--- src/rtl/mxs_pkg.sv ---
package mxs_pkg;

    typedef enum logic [1:0] {
        OP_OPEN  = 2'd0,
        OP_SEND  = 2'd1,
        OP_RECV  = 2'd2,
        OP_CLOSE = 2'd3
    } bus_op_e;

    typedef enum logic [2:0] {
        S_IDLE,
        S_ADDR,
        S_EVAL,
        S_SEND,
        S_RECV,
        S_STOP
    } seq_state_e;

    localparam int CTL_EN  = 15;
    localparam int CTL_MST = 10;
    localparam int CTL_TRX = 9;
    localparam int CTL_REP = 2;
    localparam int CTL_STP = 1;
    localparam int CTL_STT = 0;
    localparam logic [15:0] CTL_KEEP = 16'hCF07;

    localparam int ST_NACK = 0;
    localparam int ST_ARDY = 1;
    localparam int ST_RRDY = 2;
    localparam int ST_XRDY = 3;

endpackage

--- src/rtl/mxs_fifo.sv ---
module mxs_fifo #(
    parameter int DEPTH = 4,
    parameter int W     = 8,
    localparam int AW   = (DEPTH > 1) ? $clog2(DEPTH) : 1,
    localparam int LW   = $clog2(DEPTH + 1)
) (
    input  logic          clk,
    input  logic          rst_n,
    input  logic          flush,
    input  logic          push,
    input  logic [W-1:0]  wdata,
    input  logic          pop,
    output logic [W-1:0]  rdata,
    output logic          empty,
    output logic          full,
    output logic [LW-1:0] level
);

    logic [W-1:0]  mem [DEPTH];
    logic [AW-1:0] wr_ptr, rd_ptr;
    logic          do_push, do_pop;

    assign empty   = (level == '0);
    assign full    = (level == LW'(DEPTH));
    assign do_pop  = pop && !empty;
    assign do_push = push && (!full || do_pop);
    assign rdata   = empty ? '0 : mem[rd_ptr];

    function automatic logic [AW-1:0] bump(input logic [AW-1:0] p);
        return (p == AW'(DEPTH - 1)) ? '0 : p + AW'(1);
    endfunction

    always_ff @(posedge clk or negedge rst_n) begin
        if (!rst_n) begin
            wr_ptr <= '0;
            rd_ptr <= '0;
            level  <= '0;
        end else if (flush) begin
            wr_ptr <= '0;
            rd_ptr <= '0;
            level  <= '0;
        end else begin
            if (do_push) wr_ptr <= bump(wr_ptr);
            if (do_pop)  rd_ptr <= bump(rd_ptr);
            if (do_push && !do_pop)      level <= level + LW'(1);
            else if (do_pop && !do_push) level <= level - LW'(1);
        end
    end

    always_ff @(posedge clk) begin
        if (do_push && !flush) mem[wr_ptr] <= wdata;
    end

    // the queue never holds more than its depth
    a_r8_level_bound: assert property (@(posedge clk) disable iff (!rst_n)
        (full && push && !pop) |=> (level == LW'(DEPTH)));

endmodule

--- src/rtl/mxs_wcnt.sv ---
module mxs_wcnt #(
    parameter int W = 16
) (
    input  logic         clk,
    input  logic         rst_n,
    input  logic         clr,
    input  logic         prog_we,
    input  logic [W-1:0] prog_wdata,
    input  logic         reload,
    input  logic         dec,
    output logic [W-1:0] value,
    output logic         zero
);

    logic [W-1:0] prog_q;

    assign zero = (value == '0);

    always_ff @(posedge clk or negedge rst_n) begin
        if (!rst_n) begin
            prog_q <= '0;
            value  <= '0;
        end else if (clr) begin
            prog_q <= '0;
            value  <= '0;
        end else if (prog_we) begin
            prog_q <= prog_wdata;
            value  <= prog_wdata;
        end else if (reload) begin
            value <= prog_q;
        end else if (dec && !zero) begin
            value <= value - W'(1);
        end
    end

    // a clear empties both the programmed and the working count
    a_r2_clear_zero: assert property (@(posedge clk) disable iff (!rst_n)
        clr |=> (value == '0));

endmodule

--- src/rtl/mxs_xfer_seq.sv ---
module mxs_xfer_seq
    import mxs_pkg::*;
#(
    parameter int CNT_W      = 16,
    parameter int FIFO_DEPTH = 4,
    parameter int ADDR_W     = 10
) (
    input  logic              clk,
    input  logic              rst_n,
    input  logic              ctl_we,
    input  logic [15:0]       ctl_wdata,
    output logic [15:0]       ctl_rdata,
    input  logic              cnt_we,
    input  logic [CNT_W-1:0]  cnt_wdata,
    output logic [CNT_W-1:0]  cnt_rdata,
    input  logic              sa_we,
    input  logic [ADDR_W-1:0] sa_wdata,
    input  logic              dat_we,
    input  logic [7:0]        dat_wdata,
    input  logic              dat_re,
    output logic [7:0]        dat_rdata,
    input  logic [3:0]        stat_clr,
    output logic [3:0]        stat,
    output logic              busy,
    output logic              bus_req,
    output logic [1:0]        bus_op,
    output logic [ADDR_W-1:0] bus_addr,
    output logic              bus_rd,
    output logic [7:0]        bus_wbyte,
    input  logic              bus_done,
    input  logic              bus_ack,
    input  logic [7:0]        bus_rbyte
);

    localparam int LVL_W = $clog2(FIFO_DEPTH + 1);

    seq_state_e        state_q, state_d;
    logic [15:0]       ctl_q;
    logic [ADDR_W-1:0] sa_q;
    logic [3:0]        stat_q, stat_set;
    logic              busy_q, kick_q;
    bus_op_e           op_q;

    logic c_mst, c_trx, c_rep, c_stp, c_stt;
    logic soft_rst;

    logic             f_push, f_pop, f_empty, f_full;
    logic [7:0]       f_wdata, f_rdata;
    logic [LVL_W-1:0] f_level;

    logic             c_dec, c_reload, cnt_zero;
    logic [CNT_W-1:0] cnt_val;

    logic go_start, go_eval;
    logic addr_ok, addr_nak, send_done, send_nak, recv_done, stop_done;
    logic ev_send, ev_recv, ev_stop, ev_ardy, ev_xrdy, ev_rrdy;
    logic host_pop, rx_drain;

    assign c_mst = ctl_q[CTL_MST];
    assign c_trx = ctl_q[CTL_TRX];
    assign c_rep = ctl_q[CTL_REP];
    assign c_stp = ctl_q[CTL_STP];
    assign c_stt = ctl_q[CTL_STT];

    assign soft_rst = ctl_we && !ctl_wdata[CTL_EN];

    // ---------------- event decode ----------------
    assign go_start  = (state_q == S_IDLE) && c_stt && c_mst;
    assign go_eval   = (state_q == S_IDLE) && !(c_stt && c_mst) && busy_q && kick_q;
    assign addr_ok   = (state_q == S_ADDR) && bus_done && bus_ack;
    assign addr_nak  = (state_q == S_ADDR) && bus_done && !bus_ack;
    assign send_done = (state_q == S_SEND) && bus_done;
    assign send_nak  = send_done && !bus_ack;
    assign recv_done = (state_q == S_RECV) && bus_done;
    assign stop_done = (state_q == S_STOP) && bus_done;

    // ---------------- evaluation decision ----------------
    always_comb begin
        ev_send = 1'b0;
        ev_recv = 1'b0;
        ev_stop = 1'b0;
        ev_ardy = 1'b0;
        ev_xrdy = 1'b0;
        ev_rrdy = 1'b0;
        if (state_q == S_EVAL) begin
            if (c_rep) begin
                if (c_stp)        ev_stop = 1'b1;
                else if (c_trx) begin
                    if (!f_empty) ev_send = 1'b1;
                    else          ev_xrdy = 1'b1;
                end else begin
                    if (!f_full)  ev_recv = 1'b1;
                    else          ev_rrdy = 1'b1;
                end
            end else begin
                if (c_trx && !cnt_zero && !f_empty) begin
                    ev_send = 1'b1;
                end else if (!c_trx && !cnt_zero && !f_full) begin
                    ev_recv = 1'b1;
                end else begin
                    ev_xrdy = c_trx && !cnt_zero;
                    ev_rrdy = !c_trx && !f_empty;
                    if (cnt_zero) begin
                        if (c_stp) ev_stop = 1'b1;
                        else       ev_ardy = 1'b1;
                    end
                end
            end
        end
    end

    // ---------------- next state ----------------
    always_comb begin
        state_d = state_q;
        unique case (state_q)
            S_IDLE: begin
                if (go_start)     state_d = S_ADDR;
                else if (go_eval) state_d = S_EVAL;
            end
            S_ADDR: begin
                if (bus_done) state_d = bus_ack ? S_EVAL : S_IDLE;
            end
            S_EVAL: begin
                if (ev_send)      state_d = S_SEND;
                else if (ev_recv) state_d = S_RECV;
                else if (ev_stop) state_d = S_STOP;
                else              state_d = S_IDLE;
            end
            S_SEND: begin
                if (bus_done) state_d = bus_ack ? S_EVAL : S_IDLE;
            end
            S_RECV: begin
                if (bus_done) state_d = S_EVAL;
            end
            S_STOP: begin
                if (bus_done) state_d = S_IDLE;
            end
            default: state_d = S_IDLE;
        endcase
    end

    // ---------------- state register ----------------
    always_ff @(posedge clk or negedge rst_n) begin
        if (!rst_n)        state_q <= S_IDLE;
        else if (soft_rst) state_q <= S_IDLE;
        else               state_q <= state_d;
    end

    // ---------------- bus request outputs ----------------
    always_ff @(posedge clk or negedge rst_n) begin
        if (!rst_n) begin
            bus_req   <= 1'b0;
            op_q      <= OP_OPEN;
            bus_addr  <= '0;
            bus_rd    <= 1'b0;
            bus_wbyte <= '0;
        end else if (soft_rst) begin
            bus_req <= 1'b0;
        end else begin
            bus_req <= go_start || ev_send || ev_recv || ev_stop;
            if (go_start) begin
                op_q     <= OP_OPEN;
                bus_addr <= sa_q;
                bus_rd   <= !c_trx;
            end else if (ev_send) begin
                op_q      <= OP_SEND;
                bus_wbyte <= f_rdata;
            end else if (ev_recv) begin
                op_q <= OP_RECV;
            end else if (ev_stop) begin
                op_q <= OP_CLOSE;
            end
        end
    end
    assign bus_op = op_q;

    // ---------------- control, status, busy, kick ----------------
    assign host_pop = dat_re && !f_empty && !ev_send;
    assign rx_drain = host_pop && (f_level == LVL_W'(1)) && c_mst && !c_trx;

    always_ff @(posedge clk or negedge rst_n) begin
        if (!rst_n) begin
            ctl_q <= '0;
        end else if (ctl_we) begin
            ctl_q <= ctl_wdata[CTL_EN] ? (ctl_wdata & CTL_KEEP) : '0;
        end else begin
            if ((state_q == S_IDLE) && c_stt)        ctl_q[CTL_STT] <= 1'b0;
            if (addr_nak || send_nak || stop_done)   ctl_q[CTL_STP] <= 1'b0;
            if (ev_ardy || rx_drain)                 ctl_q[CTL_MST] <= 1'b0;
        end
    end

    always_comb begin
        stat_set          = '0;
        stat_set[ST_NACK] = addr_nak || send_nak;
        stat_set[ST_ARDY] = ev_ardy || rx_drain;
        stat_set[ST_RRDY] = ev_rrdy;
        stat_set[ST_XRDY] = ev_xrdy;
    end

    always_ff @(posedge clk or negedge rst_n) begin
        if (!rst_n) begin
            stat_q <= '0;
            busy_q <= 1'b0;
            kick_q <= 1'b0;
            sa_q   <= '0;
        end else if (soft_rst) begin
            stat_q <= '0;
            busy_q <= 1'b0;
            kick_q <= 1'b0;
            sa_q   <= '0;
        end else begin
            stat_q <= (stat_q & ~stat_clr) | stat_set;
            if (addr_ok)        busy_q <= 1'b1;
            else if (stop_done) busy_q <= 1'b0;
            if (go_eval)                       kick_q <= 1'b0;
            if ((dat_we || dat_re) && busy_q)  kick_q <= 1'b1;
            if (sa_we) sa_q <= sa_wdata;
        end
    end

    assign ctl_rdata = ctl_q;
    assign stat      = stat_q;
    assign busy      = busy_q;
    assign cnt_rdata = cnt_val;
    assign dat_rdata = f_rdata;

    // ---------------- data queue ----------------
    assign f_push  = recv_done || dat_we;
    assign f_wdata = recv_done ? bus_rbyte : dat_wdata;
    assign f_pop   = ev_send || host_pop;

    mxs_fifo #(
        .DEPTH (FIFO_DEPTH),
        .W     (8)
    ) u_fifo (
        .clk   (clk),
        .rst_n (rst_n),
        .flush (soft_rst),
        .push  (f_push),
        .wdata (f_wdata),
        .pop   (f_pop),
        .rdata (f_rdata),
        .empty (f_empty),
        .full  (f_full),
        .level (f_level)
    );

    // ---------------- working counter ----------------
    assign c_dec    = (send_done || recv_done) && !c_rep;
    assign c_reload = stop_done;

    mxs_wcnt #(
        .W (CNT_W)
    ) u_wcnt (
        .clk        (clk),
        .rst_n      (rst_n),
        .clr        (soft_rst),
        .prog_we    (cnt_we),
        .prog_wdata (cnt_wdata),
        .reload     (c_reload),
        .dec        (c_dec),
        .value      (cnt_val),
        .zero       (cnt_zero)
    );

    // ---------------- assertions ----------------
    // the start request reads back clear once the open is on the bus
    a_r3_start_self_clear: assert property (@(posedge clk) disable iff (!rst_n)
        (bus_req && (bus_op == OP_OPEN) && !$past(ctl_we)) |-> !ctl_rdata[CTL_STT]);

    // normal-mode sends only go out with a nonzero working count
    a_r5_send_needs_count: assert property (@(posedge clk) disable iff (!rst_n)
        (bus_req && (bus_op == OP_SEND) && !ctl_rdata[CTL_REP] && !$past(cnt_we))
        |-> (cnt_rdata != '0));

    // a completed close frees the bus and drops the stop request
    a_r6_close_frees_bus: assert property (@(posedge clk) disable iff (!rst_n)
        ((state_q == S_STOP) && bus_done && !ctl_we) |=> (!busy && !ctl_rdata[CTL_STP]));

    // a refused byte flags NACK and cancels a pending stop
    a_r13_nack_drops_stop: assert property (@(posedge clk) disable iff (!rst_n)
        ((state_q == S_SEND) && bus_done && !bus_ack && !ctl_we)
        |=> (!ctl_rdata[CTL_STP] && stat[ST_NACK]));

    // the bus is only held after an acknowledged open
    a_r14_busy_after_ack: assert property (@(posedge clk) disable iff (!rst_n)
        $rose(busy) |-> $past((state_q == S_ADDR) && bus_done && bus_ack));

endmodule

--- config.mk ---
export PLATFORM = sky130hd
export DESIGN_NAME = mxs_xfer_seq
export DESIGN_NICKNAME = d
export VERILOG_FILES = /design/src/rtl/mxs_pkg.sv /design/src/rtl/mxs_fifo.sv /design/src/rtl/mxs_wcnt.sv /design/src/rtl/mxs_xfer_seq.sv
export SDC_FILE = /design/constraint.sdc
export NUM_CORES = 1
export LEC_CHECK = 0
export BUFFER_PORTS_ARGS = -buffer_cell sky130_fd_sc_hd__buf_2
export CORE_UTILIZATION = 45
export DETAILED_ROUTE_END_ITERATION = 8
export PLACE_DENSITY = 0.7
export SLEW_MARGIN = 20
export SYNTH_ARGS = -nofsm -noshare
export SYNTH_HDL_FRONTEND = slang
export SYNTH_SLANG_ARGS = --single-unit
--- constraint.sdc ---
create_clock -name clk -period 3.1 [get_ports clk]
set_input_delay 0.155 -clock clk [delete_from_list [all_inputs] [get_ports clk]]
set_output_delay 0.155 -clock clk [all_outputs]
set_load 0.005 [all_outputs]
[Word-level counts from Yosys, hierarchy flattened]
Memories as Yosys holds them, arrays and structs flattened.
Index checks and enable logic that the tools add are counted.
Operators by class
  add/sub/neg operators: 5
  eq/ne operators: 13
  mux-type cells: 89
  bitwise logic cells: 5
  reductions and logical operators: 75
Operator list (number)
  2-to-1 mux 16 bit: 7
  2-to-1 mux 1 bit: 52
  2-to-1 mux 3 bit: 12
  logical AND 1 bit: 32
  2-to-1 mux 2 bit: 12
  2-to-1 mux 10 bit: 2
  logical NOT 16 bit: 1
  2-to-1 mux 8 bit: 2
  subtractor 16 x 1 -> 16 bit (second input constant): 1
  one-hot mux 3 bit (5 select lines): 1
  nonzero test 2 bit: 7
  logical NOT 1 bit: 12
  logical OR 1 bit: 11
  equality test 3 bit (second input constant): 3
  nonzero test 3 bit: 3
  nonzero test 4 bit: 2
  equality test 3 x 1 -> 1 bit (second input constant): 2
  equality test 3 x 2 -> 1 bit (second input constant): 2
  logical NOT 3 bit: 2
  inequality test 3 x 2 -> 1 bit (second input constant): 2
  adder 2 x 1 -> 2 bit (second input constant): 2
  bitwise AND 4 bit: 1
  equality test 2 bit (second input constant): 2
  2-to-1 mux 4 bit: 1
  other kinds (11): 13
Storage, ports and cells
  register bits after elaboration: 96
  memory bits (writable): 32
  bits of input ports: 71
  output and inout port bits: 67
  logic and storage cells: 207
  memories kept: 1
Memories
  u_fifo.mem: words 4, bits a word 8, rd ports 1, clocked after Yosys merged registers in 0, wr ports 1, line mxs_fifo.sv:19  | logic [W-1:0] mem [DEPTH];

[Depth between registers and ports, before layout]
Gate-level depths: netlist of run 1.
  depth after elaboration: 18
  gate-level depth with buffers: 9
  gate-level depth less buffers: 8

[Modules after synthesis]
A second synthesis of run 1 with hierarchy kept.
Unflattened totals
  cells, all modules: 535
  area total of the unflattened synthesis: 6035.8 um^2
By module, submodules not included
  mxs_xfer_seq: times used 1, cells an instance 211, area each 2373.5 um^2, sequential area each 1251.2 um^2
  mxs_wcnt: times used 1, cells an instance 213, area each 1870.5 um^2, sequential area each 800.8 um^2
  mxs_fifo: times used 1, cells an instance 111, area each 1791.7 um^2, sequential area each 1136.1 um^2

[Least setup slack after synthesis of run 1]
Ideal clock, no wire load.
  path type: register to register
  start point: register u_wcnt.value[5]
  end point: memory u_fifo.mem[0][0], enable pin
  arrival: 1.913 ns
  path slack: 0.909 ns
  stages on the path, launching flop included: 6
  clock period less this slack: 2.191 ns
  cells stage by stage: dfrtp_1 -> nor4_4 -> nand4_4 -> o21a_4 -> o31a_1 -> and3_1
Between the ends
  word-level cells in the longest chain between the ends: 16
Ends and longest elaborated chain
  start, declared: line mxs_wcnt.sv:11  | output logic [W-1:0] value,
  start signal, assigned: line mxs_wcnt.sv:28  | value <= prog_wdata;
  start signal, assigned: line mxs_wcnt.sv:30  | value <= prog_q;
  start signal, assigned: line mxs_wcnt.sv:32  | value <= value - W'(1);
  logical NOT 16 bit (*): line mxs_wcnt.sv:17  | assign zero = (value == '0);
  logical NOT 1 bit (*): line mxs_xfer_seq.sv:96  | if (c_trx && !cnt_zero && !f_empty) begin
  logical AND 1 bit (*) (2 in a row): line mxs_xfer_seq.sv:96
  2-to-1 mux 1 bit (*): line mxs_xfer_seq.sv:96
  2-to-1 mux 1 bit (*): line mxs_xfer_seq.sv:86  | if (c_rep) begin
  2-to-1 mux 1 bit (*): line mxs_xfer_seq.sv:85  | if (state_q == S_EVAL) begin
  logical NOT 1 bit: line mxs_xfer_seq.sv:178  | assign host_pop = dat_re && !f_empty && !ev_send;
  logical AND 1 bit: line mxs_xfer_seq.sv:178
  logical OR 1 bit (*): line mxs_xfer_seq.sv:231  | assign f_pop = ev_send || host_pop;
  logical AND 1 bit (*): line mxs_fifo.sv:25  | assign do_pop = pop && !empty;
  logical OR 1 bit (*): line mxs_fifo.sv:26  | assign do_push = push && (!full || do_pop);
  logical AND 1 bit (*): line mxs_fifo.sv:26
  logical AND 1 bit (*): line mxs_fifo.sv:51  | if (do_push && !flush) mem[wr_ptr] <= wdata;
  2-to-1 mux 1 bit (*): line mxs_fifo.sv:51
  2-to-1 mux 1 bit (not written as such) (*): line mxs_fifo.sv:51
  end, declared: line mxs_fifo.sv:19
Mark *: on every way between the ends. The rest lies on a longest branch, timed or not.

[Worst setup path in the final report of run 1]
  start point: register u_wcnt.value[0]
  end point: memory u_fifo.mem[1][2], enable pin
Same word-level chain as after synthesis.

==> results of run 1 <==
path summary, 6_finish.rpt:
| check | endpoint | cells after the start | from | slack, ps |
|---|---|---|---|---|
| min reg2reg | bus_addr[6] | 1 | bus_addr[6] | 500 |
| max | u_fifo.mem[1][2] | 7 | u_wcnt.value[0] | 590 |
| min in group asynchronous | u_fifo.level[0] | 2 | rst_n | 390 |
| max reg2reg | u_fifo.mem[1][2] | 7 | u_wcnt.value[0] | 590 |
| max in group asynchronous | u_wcnt.prog_q[7] | 3 | rst_n | 1990 |
| min | u_wcnt.prog_q[7] | 3 | cnt_wdata[7] | 10 |
logic make-up (layout without fill, tap and decap cells):
family	after synthesis	in the layout	synth area share (%)
AOI/OAI and AO/OA	106	106	11.56
xor gates and xnor gates	10	10	1.458
other	1	7	0.06240
and+or+nand+nor	174	174	14.62
buffers and inverters	58	210	4.226
DFF	121	121	53.05
adders and majority gates	11	11	2.290
muxes	63	63	12.74
per-layer routing:
| metal | global-route usage [%] | routed length [µm] | up-vias |
|---|---|---|---|
| met5 | 0 | 0 | - |
| met3 | 5.475 | 758 | 20 |
| met2 | 36.13 | 7148 | 156 |
| met1 | 29.00 | 6412 | 2281 |
| met4 | 8.413 | 216 | 0 |
| li1 | - | - | 2233 |
cell usage in the layout (no fill, tap or decap), drive strengths merged, types with 17 or more instances in the layout:
master	n
a21oi	24
buf	134
clkbuf	17
dfrtp	89
dlygate4sd3	26
edfxtp	32
inv	20
mux2	28
mux2i	27
nand2	46
nor2	59
o21ai	30
registers in the layout, indices dropped and copies added (netlist names), 3 cells and up:
signal	cells
stat	4
u_fifo.mem	32
u_wcnt.prog_q	16
state_q	3
u_fifo.level	3
ctl_rdata	9
u_wcnt.value	16
bus_wbyte	8
bus_addr	10
sa_q	10
cells in the mapped netlist (4+ instances only):
| cell type | instances | area (µm²) |
|---|---|---|
| a21oi_1 | 24 | 120.1 |
| clkbuf_1 | 23 | 86.33 |
| or3_1 | 5 | 31.28 |
| edfxtp_1 | 32 | 960.9 |
| a31oi_1 | 6 | 37.54 |
| and3_1 | 6 | 37.54 |
| inv_1 | 18 | 67.56 |
| buf_4 | 8 | 60.06 |
| mux4_2 | 8 | 180.2 |
| ha_1 | 11 | 137.6 |
| buf_2 | 5 | 25.02 |
| dfrtp_1 | 89 | 2227 |
| nand2_1 | 46 | 172.7 |
| a211oi_1 | 13 | 97.59 |
| nor2_1 | 58 | 217.7 |
| nor3_1 | 13 | 65.06 |
| o31ai_1 | 7 | 52.55 |
| buf_1 | 4 | 15.01 |
| mux2_2 | 28 | 315.3 |
| mux2i_1 | 27 | 270.3 |
| nor2b_1 | 13 | 81.33 |
| o21ai_0 | 30 | 150.1 |
| nand3_1 | 5 | 25.02 |
| xor2_1 | 7 | 61.31 |
worst reg2reg max path, delay by kind of cell, from the launching register on:
kind,cells,cell delay (ps)
AOI/OAI and AO/OA,2,620
adders and majority gates,1,160
buffers and inverters,1,120
DFF,1,430
and+or+nand+nor,3,880
where the power goes:
group          internal (mW)  switching, mW
Combinational          0.895          0.918
Sequential              2.02          0.347
Clock                   1.59          0.739
cell type report:
type	count	area (µm²)	area share, %
clock buffers	17	425.4	5.503
clock inverters	15	270.3	3.496
inverters	18	67.56	0.8741
multi-input cells	371	2603	33.67
flip-flops and latches	121	3188	41.24
well taps	172	215.2	2.784
repair buffers	160	960.9	12.43
metrics by stage:
step | cell area, µm² | worst slack [ps]
3_3_place_gp | 6774 | 675.1
4_1_cts | 7730 | 590.1
6_report | 7730 | 593.1
5_1_grt | 7730 | 418.1
3_5_place_dp | 6774 | 626.1
2_1_floorplan | 6032 | 909.0
timing repair:
item	4_1_cts	5_1_grt
hold buffers	26	0
endpoints found under the hold margin	90	0
buffers inserted	0	0
==> impl_metrics.json, run 1 <==
{
  "nets": 771,
  "wl_um": 14540,
  "die_y_um": 117.6,
  "path_cells": "inv_1, ha_1, nor4b_2, nand4_4, o21a_4, o31a_1, and3_1",
  "ys_ff_latch": 121,
  "cp.required_ps": 3210,
  "whs_ps": 14.20,
  "ir_drop_mv": 0.5070,
  "drive_gt1_share_pct": 31.20,
  "firstDrtPassIters": 4,
  "maxCapViolations": 0,
  "syn-cell-area_um2": 6010,
  "grt_use_total_pct": 22.33,
  "die_area_um2": 13820,
  "min_path_type": "input pin to flip-flop",
  "fin_cells": 874,
  "postLayoutCoreUtil_pct": 60.27,
  "io_buffers": 123,
  "rsz0062_at_grt": "false",
  "fmax_ghz": 0.3989,
  "status": "finished, final reports clean",
  "ys_seq_area_share_pct": 53.05,
  "dieWidth_um": 117.6,
  "synth_ff_type": "dfrtp_1",
  "core_um2": 12820,
  "cts.clk_slew.worst_paths_ps": 60,
  "cts_buffers": 17,
  "synth_edf_count": 32,
  "fin_crit_ps": 2507,
  "crit_fanout": 8,
  "grt_antenna_before_repair": 0,
  "dp_hpwl_um": 9741,
  "grt_max_degree": 68,
  "yosysUniqueCellTypes": 63,
  "crit_family": "simple AND/OR/NAND/NOR gates",
  "clock_path_buffers": 2,
  "ant_nets": 0,
  "slew_violations": 0,
  "area.growth.synth_to_final_pct": 28.63,
  "criticalPathCategory": "flip-flop to flip-flop",
  "end_kind": "flip-flop",
  "routedWlPerCell_um": 16.63,
  "cts_tree": "yes",
  "worst_setup_path_start_kind": "flip-flop",
  "yosysWarnings": 0,
  "period_share_pct": 80.87,
  "place_congestion": 0.8127,
  "cp_num_buf_inv": 1,
  "grt_pass1_wl_um": 24040,
  "clockRootBuffer": "clkbuf_16",
  "power_mw": 6.515,
  "netlist_instances": 544,
  "ctsResizeCount": 0,
  "pin_count": 138,
  "clk_latency_ps": 410,
  "synthArstFlopShare_pct": 73.55,
  "cp.arrival_ps": 2620,
  "p_per_area_nw_per_um2": 842.9,
  "grt-ovfl-total": 0,
  "antennaDiodeCount": 0,
  "dp_cells": 816,
  "rows": 41,
  "leakage_nw": 3.517,
  "tns_ps": 0,
  "drt_iter0_drc": 303,
  "grt_pass1_vias": 4711,
  "finClkSkew_ps": 5.321,
  "slew-limit-headroom_pct": 41.85,
  "avgSynthCellArea_um2": 11.05,
  "start_util_pct": 46.86,
  "vias": 4690,
  "tightestPinTransition_ps": 872.3,
  "clock_sinks": 121,
  "fillers": 1028,
  "routed_via_density": 5.366,
  "slowest_stage": "dfrtp_1",
  "hold_violations": 0,
  "drcViolationCount": 0,
  "htreeDepth": 4,
  "max_stage_delay_ps": 430,
  "setup_viol": 0
}
Note: power is estimated with default switching activity, not from simulation.
==> run 2, diff against run 1 <==
ABC_AREA = 1   (was default)
PLACE_DENSITY = 0.73   (was 0.7)
clock period = 2.21 ns   (was 3.1 ns; I/O delays follow)
==> impl_metrics.json, run 2 <==
{
  "layout_setup_ws_ps": 70.64,
  "leakage_nw": 3.943,
  "dp_hpwl_um": 10660,
  "slew-limit-headroom_pct": 54.42,
  "final_common_cell": "buf_2",
  "rsz0062_at_grt": "true",
  "synthArstFlopShare_pct": 73.55,
  "period_share_pct": 96.80,
  "cp.required_ps": 2280,
  "min_path_type": "input pin to flip-flop",
  "worst_setup_path_start_kind": "flip-flop",
  "power_mw": 9.556,
  "slew_violations": 0,
  "die_y_um": 118.2,
  "clockRootBuffer": "clkbuf_16",
  "dpl_cell_area_um2": 7177,
  "criticalPathCategory": "flip-flop to flip-flop",
  "hold_violations": 0,
  "grt_max_degree": 47,
  "antennaDiodeCount": 0,
  "postLayoutCellArea_um2": 8125,
  "tightestPinTransition_ps": 678.5,
  "tns_ps": 0,
  "vias": 5385,
  "multi_input_area_um2": 2460,
  "fin_crit_ps": 2139,
  "io_buffers": 123,
  "cts.clk_slew.worst_paths_ps": 50,
  "cp_num_buf_inv": 3,
  "synth_commonest_cells": "nor2_1 (106), nand2_1 (94), dfrtp_1 (89), inv_1 (58), o21ai_0 (49)",
  "ir_drop_mv": 0.6777,
  "grt_pass1_vias": 5307,
  "cts_buffers": 17,
  "syn-cell-area_um2": 6077,
  "drcViolationCount": 0,
  "finClkSkew_ps": 7.035,
  "place_congestion": 0.8299,
  "netlist_instances": 666,
  "crit_family": "simple AND/OR/NAND/NOR gates",
  "synth_ff_type": "dfrtp_1",
  "grt_pass1_wl_um": 26410,
  "end_kind": "flip-flop",
  "dp_slack_ps": -145.3,
  "clk_latency_ps": 420,
  "seq_area_um2": 3188,
  "synth_top_area_share_pct": 36.65,
  "synth_area_leaders": "dfrtp_1 (37%), edfxtp_1 (16%), nor2_1 (6.5%)",
  "dieWidth_um": 118.2,
  "pin_count": 138,
  "grt_use_total_pct": 24.48,
  "fillers": 1088,
  "path_cells": "inv_1, ha_1, inv_1, nor2_1, nand2_1, nor2_1, nand2_2, nand3_2, nand2_4, nand2_8, nand2_8, o21ai_4, nor2_4, inv_2, nor2_2",
  "largest_reg_flops": 32,
  "yosysTopAreaCell": "dfrtp_1",
  "dp_cells": 995,
  "reg_top3": "u_fifo.mem x32, u_wcnt.prog_q x16, u_wcnt.value x16",
  "grt_antenna_before_repair": 0,
  "slowest_stage": "nor2_2",
  "die_area_um2": 13970,
  "yosysUniqueCellTypes": 47,
  "whs_ps": 14.36,
  "regMostFlops": "u_fifo.mem",
  "core_um2": 13190,
  "drt_iter0_drc": 372,
  "nets": 950,
  "ys_seq_area_share_pct": 52.46,
  "fin_cells": 1057,
  "area.growth.synth_to_final_pct": 33.70,
  "avgSynthCellArea_um2": 9.125,
  "maxCapViolations": 0,
  "cts_tree": "yes",
  "grt-ovfl-total": 0,
  "drive_gt1_share_pct": 30.99,
  "htreeDepth": 4,
  "fmax_ghz": 0.4674,
  "ys_ff_latch": 121,
  "clock_sinks": 121,
  "setup_viol": 0,
  "clock_path_buffers": 2,
  "routedWlPerCell_um": 15.04,
  "start_util_pct": 46.07,
  "cp.arrival_ps": 2200,
  "p_per_area_nw_per_um2": 1176,
  "most-common-layout-cells": "buf_2 (122), nor2_1 (102), nand2_1 (94)",
  "max_stage_delay_ps": 370,
  "rows": 42,
  "synth_edf_count": 32,
  "yosysWarnings": 0,
  "firstDrtPassIters": 5,
  "ant_nets": 0,
  "synth_most_common_cell": "nor2_1",
  "crit_fanout": 8,
  "routed_via_density": 5.095,
  "postLayoutCoreUtil_pct": 61.60,
  "wl_um": 15890,
  "status": "finished, final reports clean"
}
[run 2: area by class of cell]
cell class / count / share of cell area (%)
clock inverters: 14 / 2.448
multi-input cells: 448 / 30.27
flip-flops and latches: 121 / 39.24
repair buffers: 212 / 16.91
inverters: 68 / 3.141
clock buffers: 18 / 5.282
well taps: 176 / 2.710
[run 2: logic make-up (layout without fill, tap and decap cells)]
logic type               count (synthesis)  in the layout  share of synthesized area (%)
AO/OA/AOI/OAI                          129            129                          11.86
XOR/XNOR                                12             12                          1.729
adder cells (fa/ha/maj)                 11             11                          2.265
buffers and inverters                  103            312                          7.762
flip-flops                             121            121                          52.46
multiplexers                             9              9                          1.647
other                                    1              7                        0.06171
AND/OR/NAND/NOR                        280            280                          22.22
[run 2: final timing paths]
| check | cells past startpoint | to | startpoint | slack, ps |
|---|---|---|---|---|
| max in group asynchronous | 3 | bus_addr[6] | rst_n | 1460 |
| setup reg to reg | 15 | u_fifo.mem[3][7] | u_wcnt.value[0] | 70 |
| min in group asynchronous | 2 | bus_wbyte[4] | rst_n | 80 |
| setup / recovery | 15 | u_fifo.mem[3][7] | u_wcnt.value[0] | 70 |
| hold reg to reg | 2 | bus_addr[3] | bus_addr[3] | 490 |
| hold / removal | 3 | u_wcnt.prog_q[12] | cnt_wdata[12] | 10 |
[run 2: worst reg2reg max path, cell delays in order, from the launching register on]
cell	delay [ps]
dfrtp_1	350
inv_1	60
ha_1	190
inv_1	50
nor2_1	30
nand2_1	50
nor2_1	40
nand2_2	70
nand3_2	90
nand2_4	100
nand2_8	60
nand2_8	60
o21ai_4	60
nor2_4	100
inv_2	90
nor2_2	370
[run 2: timing repair]
item                                   CTS  global route
gates resized for setup                  4             2
setup buffers                            0             0
endpoints found under the hold margin  118             0
gates cloned                             0             0
setup endpoints to repair               32            32
hold buffers                            30             0
[run 2: power by group]
part | internal [mW] | total [mW] | switching [mW]
sequential | 2.86 | 3.13 | 0.277
combinational | 1.53 | 3.50 | 1.98
clock | 1.89 | 2.92 | 1.03
[run 2: routing by layer]
| layer | GRT usage [%] | share of wire, % |
|---|---|---|
| met1 | 31.45 | 43 |
| met3 | 6.467 | 6.2 |
| met2 | 39.26 | 48 |
| met5 | 0 | 0 |
| met4 | 10.02 | 2.4 |
==> run 3, diff against run 2 <==
HOLD_SLACK_MARGIN = 0.12   (was default)
==> impl_metrics.json, run 3 (synthesized netlist as in run 2, its figures left out) <==
{
  "status": "finished, final reports clean",
  "rsz0062_at_grt": "true",
  "die_y_um": 118.2,
  "finClkSkew_ps": 7.893,
  "hold_violations": 0,
  "crit_fanout": 8,
  "largest_reg_flops": 32,
  "grt_max_degree": 47,
  "end_kind": "flip-flop",
  "regMostFlops": "u_fifo.mem",
  "fin_crit_ps": 2171,
  "cts.clk_slew.worst_paths_ps": 50,
  "dieWidth_um": 118.2,
  "cp.required_ps": 2270,
  "setup_viol": 0,
  "die_area_um2": 13970,
  "wl_um": 17250,
  "period_share_pct": 98.24,
  "place_congestion": 0.8299,
  "tns_ps": 0,
  "dp_hpwl_um": 10660,
  "vias": 5621,
  "max_stage_delay_ps": 390,
  "worst_setup_path_start_kind": "flip-flop",
  "firstDrtPassIters": 5,
  "rows": 42,
  "grt_antenna_before_repair": 0,
  "area.growth.synth_to_final_pct": 40.91,
  "grt_use_total_pct": 26.08,
  "core_um2": 13190,
  "p_per_area_nw_per_um2": 1133,
  "grt_pass1_vias": 5637,
  "reg_top3": "u_fifo.mem x32, u_wcnt.prog_q x16, u_wcnt.value x16",
  "clock_path_buffers": 2,
  "min_path_type": "input pin to flip-flop",
  "cts_buffers": 17,
  "pin_count": 138,
  "fmax_ghz": 0.4606,
  "criticalPathCategory": "flip-flop to flip-flop",
  "slew-limit-headroom_pct": 56.02,
  "drcViolationCount": 0,
  "htreeDepth": 4,
  "io_buffers": 123,
  "leakage_nw": 4.113,
  "clk_latency_ps": 420,
  "antennaDiodeCount": 0,
  "postLayoutCoreUtil_pct": 64.92,
  "maxCapViolations": 0,
  "whs_ps": 177.7,
  "slowest_stage": "nor2_2",
  "tightestPinTransition_ps": 654.7,
  "most-common-layout-cells": "buf_2 (122), nor2_1 (102), nand2_1 (94)",
  "drt_iter0_drc": 421,
  "path_cells": "inv_1, ha_1, inv_1, nor2_1, nand2_1, nor2_1, nand2_2, nand3_2, nand2_4, nand2_8, nand2_8, o21ai_4, nor2_4, inv_2, nor2_2",
  "start_util_pct": 46.07,
  "cp.arrival_ps": 2230,
  "grt_pass1_wl_um": 28050,
  "drive_gt1_share_pct": 29.84,
  "grt-ovfl-total": 0,
  "routed_via_density": 5.105,
  "ant_nets": 0,
  "clock_sinks": 121,
  "clockRootBuffer": "clkbuf_16",
  "ir_drop_mv": 0.6838,
  "routedWlPerCell_um": 15.66,
  "nets": 994,
  "cts_tree": "yes",
  "fillers": 1029,
  "final_common_cell": "buf_2",
  "slew_violations": 0
}
[run 3: cell count changes in the layout (fill, tap and decap cells not counted)]
cell / delta
inv_1: -1
dlygate4sd3_1: +42
clkinvlp_4: +1
nor2_4: -1
nor2_2: +1
buf_4: +1
buf_6: +1
[run 3: final timing paths]
path                       slack, ps          endpoint       startpoint  cells after the start
setup / recovery                  40  u_fifo.mem[0][7]  u_wcnt.value[0]                     15
hold / removal                   180           sa_q[9]            sa_we                      3
setup reg to reg                  40  u_fifo.mem[0][7]  u_wcnt.value[0]                     15
hold reg to reg                  490       bus_addr[0]      bus_addr[0]                      2
min in group asynchronous        240      bus_wbyte[3]            rst_n                      3
max in group asynchronous       1110   u_fifo.level[2]            rst_n                      3
[run 3: where the power goes]
| group | switching, mW | total, mW | internal (mW) | leakage (nW) |
|---|---|---|---|---|
| combinational | 2.03 | 3.63 | 1.60 | 2.39 |
| clock | 1.04 | 2.93 | 1.89 | 0.293 |
| sequential | 0.285 | 3.14 | 2.86 | 1.43 |
[run 3: per-stage QoR]
stage	cell area [µm²]	power, mW	instances	setup slack (ps)
after floorplan	6100	5.174	672	24.05
after global placement	7177	6.484	995	-47.11
after detailed placement	7177	6.558	995	-145.3
after CTS	8536	9.650	1099	38.08
after global routing	8563	10.27	1101	-80.56
final	8563	9.699	1101	38.90
[run 3: per-layer routing]
layer  wire length (µm)  share of wire (%)  GRT usage (%)  vias to the layer above
met3               1119                6.5          6.564                       34
li1                   -                  -              -                     2685
met1               7177                 42          33.06                     2691
met4                435                2.5          10.50                        0
met2               8513                 49          42.68                      211
met5                  0                  0              0                        -
[run 3: critical path: cells and delay by family, from the launching register on]
family,cells,cell delay [ps]
AO/OA/AOI/OAI,1,60
adder cells (fa/ha/maj),1,190
buffers and inverters,3,210
flip-flops,1,350
AND/OR/NAND/NOR,10,990
[run 3: cell type report]
type,instances,area [µm²],area share [%]
inverters,68,259.0,3.025
flip-flops and latches,121,3188,37.23
clock buffers,18,429.2,5.012
repair buffers,256,1813,21.17
clock inverters,14,198.9,2.323
multi-input cells,448,2455,28.67
well taps,176,220.2,2.572
[run 3: timing repair]
item / in CTS / in global routing
gates cloned: 0 / 0
setup endpoints to repair: 32 / 52
resized for setup: 4 / 3
hold endpoints to repair: 172 / 4
buffers inserted: 0 / 2
hold buffers: 72 / 1
